### src/rtl/vgrp_pkg.sv
package vgrp_pkg;
  localparam int REG_W     = 5;
  localparam int LMUL_W    = 2;
  localparam int WCODE_W   = 2;
  localparam int NF_W      = 3;
  localparam int SPAN_W    = 6;
  localparam int END_W     = SPAN_W + 1;
  localparam int SEG_LIMIT = 8;
  localparam int LMUL_MAX_WIDE = 2;   // log2 of the largest multiplier a double-width class may use
  localparam int NOPS      = 3;       // destination, second source, first source

  localparam int RULE_LMUL  = 0;
  localparam int RULE_WIDTH = 1;
  localparam int RULE_DALN  = 2;
  localparam int RULE_S2ALN = 3;
  localparam int RULE_S1ALN = 4;
  localparam int RULE_V0    = 5;
  localparam int RULE_OV2   = 6;
  localparam int RULE_OV1   = 7;
  localparam int RULE_SEG   = 8;
  localparam int NRULES     = 9;

  typedef enum logic [2:0] {
    OPC_SINGLE   = 3'd0,
    OPC_WIDE_SS  = 3'd1,
    OPC_WIDE_WS  = 3'd2,
    OPC_NARROW   = 3'd3,
    OPC_MASK     = 3'd4,
    OPC_RED      = 3'd5,
    OPC_RED_WIDE = 3'd6,
    OPC_MEM      = 3'd7
  } opclass_e;

  // size of a register group relative to the multiplier
  typedef enum logic [1:0] {
    GSZ_NONE = 2'd0,
    GSZ_ONE  = 2'd1,
    GSZ_L    = 2'd2,
    GSZ_2L   = 2'd3
  } gsz_e;

  typedef enum logic [1:0] {
    V0_OFF    = 2'd0,
    V0_ALWAYS = 2'd1,
    V0_MULTI  = 2'd2
  } v0mode_e;

  typedef struct packed {
    logic    chk_limits;
    gsz_e    dst_al;
    gsz_e    src2_al;
    gsz_e    src1_al;
    v0mode_e v0;
    gsz_e    ovl_dst;
    gsz_e    ovl_src2;
    gsz_e    ovl_src1;
    logic    gate_multi;
    logic    chk_seg;
  } rule_plan_t;

  function automatic logic [SPAN_W-1:0] grp_span(gsz_e sz, logic [LMUL_W-1:0] lm);
    case (sz)
      GSZ_ONE: return SPAN_W'(1);
      GSZ_L:   return SPAN_W'(1) << lm;
      GSZ_2L:  return SPAN_W'(2) << lm;
      default: return '0;
    endcase
  endfunction

  function automatic logic grp_misaligned(logic [REG_W-1:0] r, logic [SPAN_W-1:0] span);
    if (span == '0) return 1'b0;
    return ((SPAN_W'(r)) & (span - SPAN_W'(1))) != '0;
  endfunction

  function automatic logic grp_overlap(logic [REG_W-1:0] a, logic [SPAN_W-1:0] sa,
                                       logic [REG_W-1:0] b, logic [SPAN_W-1:0] sb);
    logic [END_W-1:0] a_end;
    logic [END_W-1:0] b_end;
    a_end = END_W'(a) + END_W'(sa);
    b_end = END_W'(b) + END_W'(sb);
    if (sa == '0 || sb == '0) return 1'b0;
    return (END_W'(a) < b_end) && (END_W'(b) < a_end);
  endfunction

  function automatic logic seg_overflow(logic [NF_W-1:0] nf, logic [LMUL_W-1:0] lm);
    logic [END_W-1:0] regs;
    regs = END_W'(END_W'(nf) + END_W'(1)) << lm;
    return regs > END_W'(SEG_LIMIT);
  endfunction
endpackage

### src/rtl/vgrp_class_plan.sv
module vgrp_class_plan
  import vgrp_pkg::*;
(
  input  opclass_e   cls,
  output rule_plan_t plan
);
  always_comb begin
    plan = '{chk_limits: 1'b0, dst_al: GSZ_NONE, src2_al: GSZ_NONE, src1_al: GSZ_NONE,
             v0: V0_OFF, ovl_dst: GSZ_NONE, ovl_src2: GSZ_NONE, ovl_src1: GSZ_NONE,
             gate_multi: 1'b0, chk_seg: 1'b0};
    case (cls)
      OPC_SINGLE: begin
        plan.dst_al     = GSZ_L;
        plan.src2_al    = GSZ_L;
        plan.src1_al    = GSZ_L;
        plan.v0         = V0_MULTI;
        plan.gate_multi = 1'b1;
      end
      OPC_WIDE_SS: begin
        plan.chk_limits = 1'b1;
        plan.dst_al     = GSZ_2L;
        plan.src2_al    = GSZ_L;
        plan.src1_al    = GSZ_L;
        plan.v0         = V0_ALWAYS;
        plan.ovl_dst    = GSZ_2L;
        plan.ovl_src2   = GSZ_L;
        plan.ovl_src1   = GSZ_L;
      end
      OPC_WIDE_WS: begin
        plan.chk_limits = 1'b1;
        plan.dst_al     = GSZ_2L;
        plan.src2_al    = GSZ_2L;
        plan.src1_al    = GSZ_L;
        plan.v0         = V0_ALWAYS;
        plan.ovl_dst    = GSZ_2L;
        plan.ovl_src1   = GSZ_L;
      end
      OPC_NARROW: begin
        plan.chk_limits = 1'b1;
        plan.dst_al     = GSZ_L;
        plan.src2_al    = GSZ_2L;
        plan.src1_al    = GSZ_L;
        plan.v0         = V0_MULTI;
        plan.ovl_dst    = GSZ_L;
        plan.ovl_src2   = GSZ_2L;
      end
      OPC_MASK: begin
        plan.src2_al    = GSZ_L;
        plan.src1_al    = GSZ_L;
        plan.ovl_dst    = GSZ_ONE;
        plan.ovl_src2   = GSZ_L;
        plan.ovl_src1   = GSZ_L;
        plan.gate_multi = 1'b1;
      end
      OPC_RED: begin
        plan.src2_al    = GSZ_L;
      end
      OPC_RED_WIDE: begin
        plan.chk_limits = 1'b1;
        plan.src2_al    = GSZ_L;
      end
      OPC_MEM: begin
        plan.dst_al     = GSZ_L;
        plan.v0         = V0_MULTI;
        plan.gate_multi = 1'b1;
        plan.chk_seg    = 1'b1;
      end
      default: ;
    endcase
  end
endmodule

### src/rtl/vgrp_overlap_unit.sv
module vgrp_overlap_unit
  import vgrp_pkg::*;
(
  input  logic              enable,
  input  logic [REG_W-1:0]  base_a,
  input  logic [SPAN_W-1:0] span_a,
  input  logic [REG_W-1:0]  base_b,
  input  logic [SPAN_W-1:0] span_b,
  output logic              hit
);
  assign hit = enable && grp_overlap(base_a, span_a, base_b, span_b);
endmodule

### src/rtl/vgrp_rule_eval.sv
module vgrp_rule_eval
  import vgrp_pkg::*;
(
  input  rule_plan_t          plan,
  input  logic [REG_W-1:0]    dst_reg,
  input  logic [REG_W-1:0]    src2_reg,
  input  logic [REG_W-1:0]    src1_reg,
  input  logic                src1_is_vec,
  input  logic                masked,
  input  logic [LMUL_W-1:0]   lmul_log2,
  input  logic [WCODE_W-1:0]  sew_code,
  input  logic [WCODE_W-1:0]  elen_code,
  input  logic [NF_W-1:0]     seg_fields,
  output logic [NRULES-1:0]   fail
);
  // named internal events
  logic multi_grp;
  logic group_rules_on;
  logic lmul_too_big;
  logic width_too_big;
  logic v0_hit;
  logic seg_hit;
  logic [NOPS-1:0] align_fail;
  logic [1:0]      ovl_fail;

  assign multi_grp      = lmul_log2 != '0;
  assign group_rules_on = !(plan.gate_multi && !multi_grp);
  assign lmul_too_big   = plan.chk_limits && (lmul_log2 > LMUL_W'(LMUL_MAX_WIDE));
  assign width_too_big  = plan.chk_limits && (sew_code >= elen_code);

  logic [REG_W-1:0] op_reg [NOPS];
  gsz_e             op_sz  [NOPS];
  logic             op_on  [NOPS];

  assign op_reg[0] = dst_reg;
  assign op_reg[1] = src2_reg;
  assign op_reg[2] = src1_reg;
  assign op_sz[0]  = plan.dst_al;
  assign op_sz[1]  = plan.src2_al;
  assign op_sz[2]  = plan.src1_al;
  assign op_on[0]  = group_rules_on;
  assign op_on[1]  = group_rules_on;
  assign op_on[2]  = group_rules_on && src1_is_vec;

  for (genvar g = 0; g < NOPS; g++) begin : g_align
    assign align_fail[g] = op_on[g] && grp_misaligned(op_reg[g], grp_span(op_sz[g], lmul_log2));
  end

  logic [SPAN_W-1:0] dst_span;
  assign dst_span = grp_span(plan.ovl_dst, lmul_log2);

  logic [REG_W-1:0]  src_base [2];
  logic [SPAN_W-1:0] src_span [2];
  logic              src_on   [2];
  assign src_base[0] = src2_reg;
  assign src_base[1] = src1_reg;
  assign src_span[0] = grp_span(plan.ovl_src2, lmul_log2);
  assign src_span[1] = grp_span(plan.ovl_src1, lmul_log2);
  assign src_on[0]   = group_rules_on;
  assign src_on[1]   = group_rules_on && src1_is_vec;

  for (genvar s = 0; s < 2; s++) begin : g_ovl
    vgrp_overlap_unit u_ovl (
      .enable (src_on[s]),
      .base_a (dst_reg),
      .span_a (dst_span),
      .base_b (src_base[s]),
      .span_b (src_span[s]),
      .hit    (ovl_fail[s])
    );
  end

  assign v0_hit  = masked && (dst_reg == '0) &&
                   ((plan.v0 == V0_ALWAYS) || ((plan.v0 == V0_MULTI) && multi_grp));
  assign seg_hit = plan.chk_seg && seg_overflow(seg_fields, lmul_log2);

  always_comb begin
    fail             = '0;
    fail[RULE_LMUL]  = lmul_too_big;
    fail[RULE_WIDTH] = width_too_big;
    fail[RULE_DALN]  = align_fail[0];
    fail[RULE_S2ALN] = align_fail[1];
    fail[RULE_S1ALN] = align_fail[2];
    fail[RULE_V0]    = v0_hit;
    fail[RULE_OV2]   = ovl_fail[0];
    fail[RULE_OV1]   = ovl_fail[1];
    fail[RULE_SEG]   = seg_hit;
  end
endmodule

### src/rtl/vgrp_legality_check.sv
module vgrp_legality_check
  import vgrp_pkg::*;
(
  input  logic [4:0] dst_reg,
  input  logic [4:0] src2_reg,
  input  logic [4:0] src1_reg,
  input  logic       src1_is_vec,
  input  logic       masked,
  input  logic [1:0] lmul_log2,
  input  logic [1:0] sew_code,
  input  logic [1:0] elen_code,
  input  logic [2:0] seg_fields,
  input  logic [2:0] op_class,
  output logic       illegal,
  output logic [8:0] rule_fail
);
  rule_plan_t        plan;
  logic [NRULES-1:0] fail_vec;

  vgrp_class_plan u_plan (
    .cls  (opclass_e'(op_class)),
    .plan (plan)
  );

  vgrp_rule_eval u_eval (
    .plan        (plan),
    .dst_reg     (dst_reg),
    .src2_reg    (src2_reg),
    .src1_reg    (src1_reg),
    .src1_is_vec (src1_is_vec),
    .masked      (masked),
    .lmul_log2   (lmul_log2),
    .sew_code    (sew_code),
    .elen_code   (elen_code),
    .seg_fields  (seg_fields),
    .fail        (fail_vec)
  );

  assign rule_fail = fail_vec;
  assign illegal   = |fail_vec;
endmodule

### config.mk
export PLATFORM = sky130hd
export DESIGN_NAME = vgrp_legality_check
export DESIGN_NICKNAME = d
export VERILOG_FILES = /design/src/rtl/vgrp_pkg.sv /design/src/rtl/vgrp_class_plan.sv /design/src/rtl/vgrp_overlap_unit.sv /design/src/rtl/vgrp_rule_eval.sv /design/src/rtl/vgrp_legality_check.sv
export SDC_FILE = /design/constraint.sdc
export NUM_CORES = 1
export LEC_CHECK = 0
export BUFFER_PORTS_ARGS = -buffer_cell sky130_fd_sc_hd__buf_2
export CELL_PAD_IN_SITES_DETAIL_PLACEMENT = 0
export CELL_PAD_IN_SITES_GLOBAL_PLACEMENT = 1
export CORE_UTILIZATION = 42
export DETAILED_ROUTE_END_ITERATION = 12
export PLACE_DENSITY = 0.95
export SYNTH_ARGS = -nofsm -noshare
export SYNTH_HDL_FRONTEND = slang
export SYNTH_SLANG_ARGS = --single-unit
### constraint.sdc
create_clock -name vclk -period 4.85
set_input_delay 0.2425 -clock vclk [all_inputs]
set_output_delay 0.2425 -clock vclk [all_outputs]
set_load 0.005 [all_outputs]
==> key figures <==
Floorplanning
  • # rows: 24
  • I/O Pins: 39
  • Die Y: 69.4 µm
  • Full die area: 4820 µm²
  • Starting Density: 43.9%
  • Die W: 69.4 µm
  • Core area: 4350 µm²

Global routing
  • Total congestion overflow: 0
  • First-pass GRT wire length: 8260 µm
  • Pin count of the biggest net entering global routing: 27
  • Global Route Usage Sum: 20.2%
  • Vias in the first global route: 1772
  • Initial antenna violation count: 0

Synth
  • Ys Warns: 0
  • Synth Area in Simple Gates: 26.5%
  • Adder-Cell Fraction of Synth Area: 26.5%
  • Mux cell area share after synthesis: 0%
  • Post-synth design cell area: 1910 µm²
  • Sequential-to-total area share from yosys stat: 0%
  • Synth Area in XOR/XNOR: 5.96%
  • Syn nets: 339
  • Largest family of logic cells by synthesized area: compound AO/OA/AOI/OAI gates
  • Yosys cell types: 53
  • Post-synthesis compound-gate area fraction: 30.3%
  • Largest cells by area after synthesis: ha_1 (22%), a21oi_1 (8.1%), o21ai_0 (5.0%)
  • Synthesized instance count: 273
  • Synth Area per Inst: 7.00 µm²
  • Synth top area share: 22.3%
  • Cell taking the most area after synthesis: ha_1

Power
  • Leakage: 1.01 nW
  • Gate power share: 100.0%
  • Clock share of power: 0%
  • Max VDD drop: 0.0000452 V
  • Seq pwr share: 0%
  • P_int: 0.0000852 W
  • Switching portion of total power: 57.0%
  • Power per cell area: 96.9 nW/µm²
  • Net switching power: 0.000113 W

STA
  • Final Hold Vio Count: 0
  • Worst Max-Slew Pin Slew: 825 ps
  • Slew HR: 43.6%
  • RSZ-0062 raised after global routing: no
  • Max-slew violation count: 0
  • Worst hold slack: 852 ps
  • Final setup vio count: 0
  • Setup TNS: 0 ps
  • F_max: 253 MHz
  • Tcrit/Tclk final: 81.5%
  • Crit path time final: 3950 ps

Place
  • DP HPWL: 4100 µm
  • RePlAce Congestion: 0.905
  • Post-DP Area: 2040 µm²
  • IO buf count: 39
  • Placed cells: 347

Worst hold path
  • Min-Delay Path Class: input port to output pin
  • Worst hold start: masked
  • Hold path endpoint: rule_fail[5]
  • Hold path cells: 4

Critical path
  • Crit Path Max Fanout: 18
  • Crit path required time: 4610 ps
  • Arr. time, crit path: 3710 ps
  • Crit path from: op_class[0]
  • Startpoint types: input port
  • CP endpoint kind: output pin
  • WS Path Type: input port to output pin

Job
  • Max-Cap Viols: 0

Cells and area
  • Layout cell share with drive strength beyond 1: 17.6%
  • # clk buffers: 0
  • FF+latch count: 0
  • FILL cells: 461
  • Finished Cell Area: 2040 µm²
  • Final non-filler cell total: 347
  • Fin nets: 363
  • Fin util: 46.9%
  • Antenna diode count: 0
  • Syn-to-layout area delta: 6.94%
  • Reg area: 0 µm²

Route
  • Residual DRC: 0
  • Routed WL: 5000 µm
  • Vias per std cell: 5.81
  • Avg WL per Cell: 14.4 µm
  • Vias: 2016
  • Drt pass-1 iters: 4
  • ANT nets after route: 0
  • DR iter-0 viols: 179

Clock tree
  • Post-CTS setup buffer count: 0
  • # hold bufs at CTS: 0
  • Post-CTS sizing: 0

Status
  • Status: completed
==> synthesized netlist by cell type (2+ instances only) <==
cell type,number
a2111oi_0,3
a211oi_1,4
a21o_1,7
a21oi_1,31
a221oi_1,2
a2bb2oi_1,2
and2_1,3
and3_1,4
buf_2,3
buf_4,8
buf_6,4
clkbuf_1,2
fa_1,3
ha_1,34
inv_1,20
maj3_1,2
nand2_1,20
nand2b_1,8
nand3_1,5
nand3b_1,2
nor2_1,22
nor2b_1,4
nor3_1,9
nor3b_1,2
o211a_1,2
o211ai_1,2
o21ai_0,19
o21bai_1,5
or2_2,3
or3_1,4
xnor2_1,4
xor2_1,9
==> placed cells by master, fill, tap and decap left out, drive strengths merged, types with 5 or more instances in the layout <==
| cell | instances |
|---|---|
| buf | 39 |
| ha | 34 |
| a21oi | 31 |
| nor2 | 24 |
| nand2 | 21 |
| o21ai | 21 |
| inv | 20 |
| nor3 | 10 |
| xor2 | 9 |
| nand2b | 8 |
| a21o | 7 |
| nand3 | 5 |
| o21bai | 5 |
| nor2b | 5 |
| a2111oi | 5 |
==> worst max path at each step <==
| stage | to | slack [ps] | cells past startpoint |
|---|---|---|---|
| global route | illegal | 480 | 19 |
| detailed placement | illegal | 900 | 17 |
| floorplan | illegal | 1280 | 17 |
| global placement | illegal | 930 | 17 |
| CTS | illegal | 880 | 17 |
| finish | illegal | 900 | 17 |
==> per-layer routing <==
metal / routed length [µm] / GRT usage, %
met4: 15 / 0.907
met3: 271 / 1.60
met1: 2330 / 29.2
met5: 0 / 0
met2: 2380 / 34.3
==> cell type report <==
| cell class | count | area, µm² | share of cell area, % |
|---|---|---|---|
| tap | 52 | 65.1 | 3.18 |
| timing repair buffer | 39 | 195 | 9.55 |
| multi-input combinational | 235 | 1700 | 83.4 |
| inverter | 21 | 78.8 | 3.86 |
==> power groups by stage <==
| stage | logic, W | clock network [W] | registers [W] |
|---|---|---|---|
| floorplan | 0.000147 | 0 | 0 |
| global placement | 0.000194 | 0 | 0 |
| detailed placement | 0.000196 | 0 | 0 |
| CTS | 0.000198 | 0 | 0 |
| global route | 0.000224 | 0 | 0 |
| finish | 0.000198 | 0 | 0 |
==> per-stage QoR <==
step,worst slack (ps),power (W)
after CTS,876,0.000198
after floorplan,1280,0.000147
after global placement,926,0.000194
final,899,0.000198
after global routing,481,0.000224
after detailed placement,897,0.000196
==> worst max-delay path, stage by stage <==
cell,delay [ps]
buf_2,320
inv_1,170
nor3_1,160
a21oi_1,80
or3_1,380
inv_1,80
ha_1,220
a21o_1,180
a21oi_1,220
xnor2_1,190
ha_1,290
a21oi_1,130
o21ai_0,100
maj3_1,350
a211oi_1,320
or4b_1,170
buf_2,100
==> cell families (layout without fill, tap and decap cells) <==
| kind of cell | count (synthesis) | in the layout |
|---|---|---|
| buffers and inverters | 38 | 60 |
| adders and majority gates | 39 | 39 |
| and+or+nand+nor | 95 | 95 |
| AOI/OAI and AO/OA | 88 | 88 |
| xor gates and xnor gates | 13 | 13 |
Note: power is estimated with default switching activity, not from simulation.
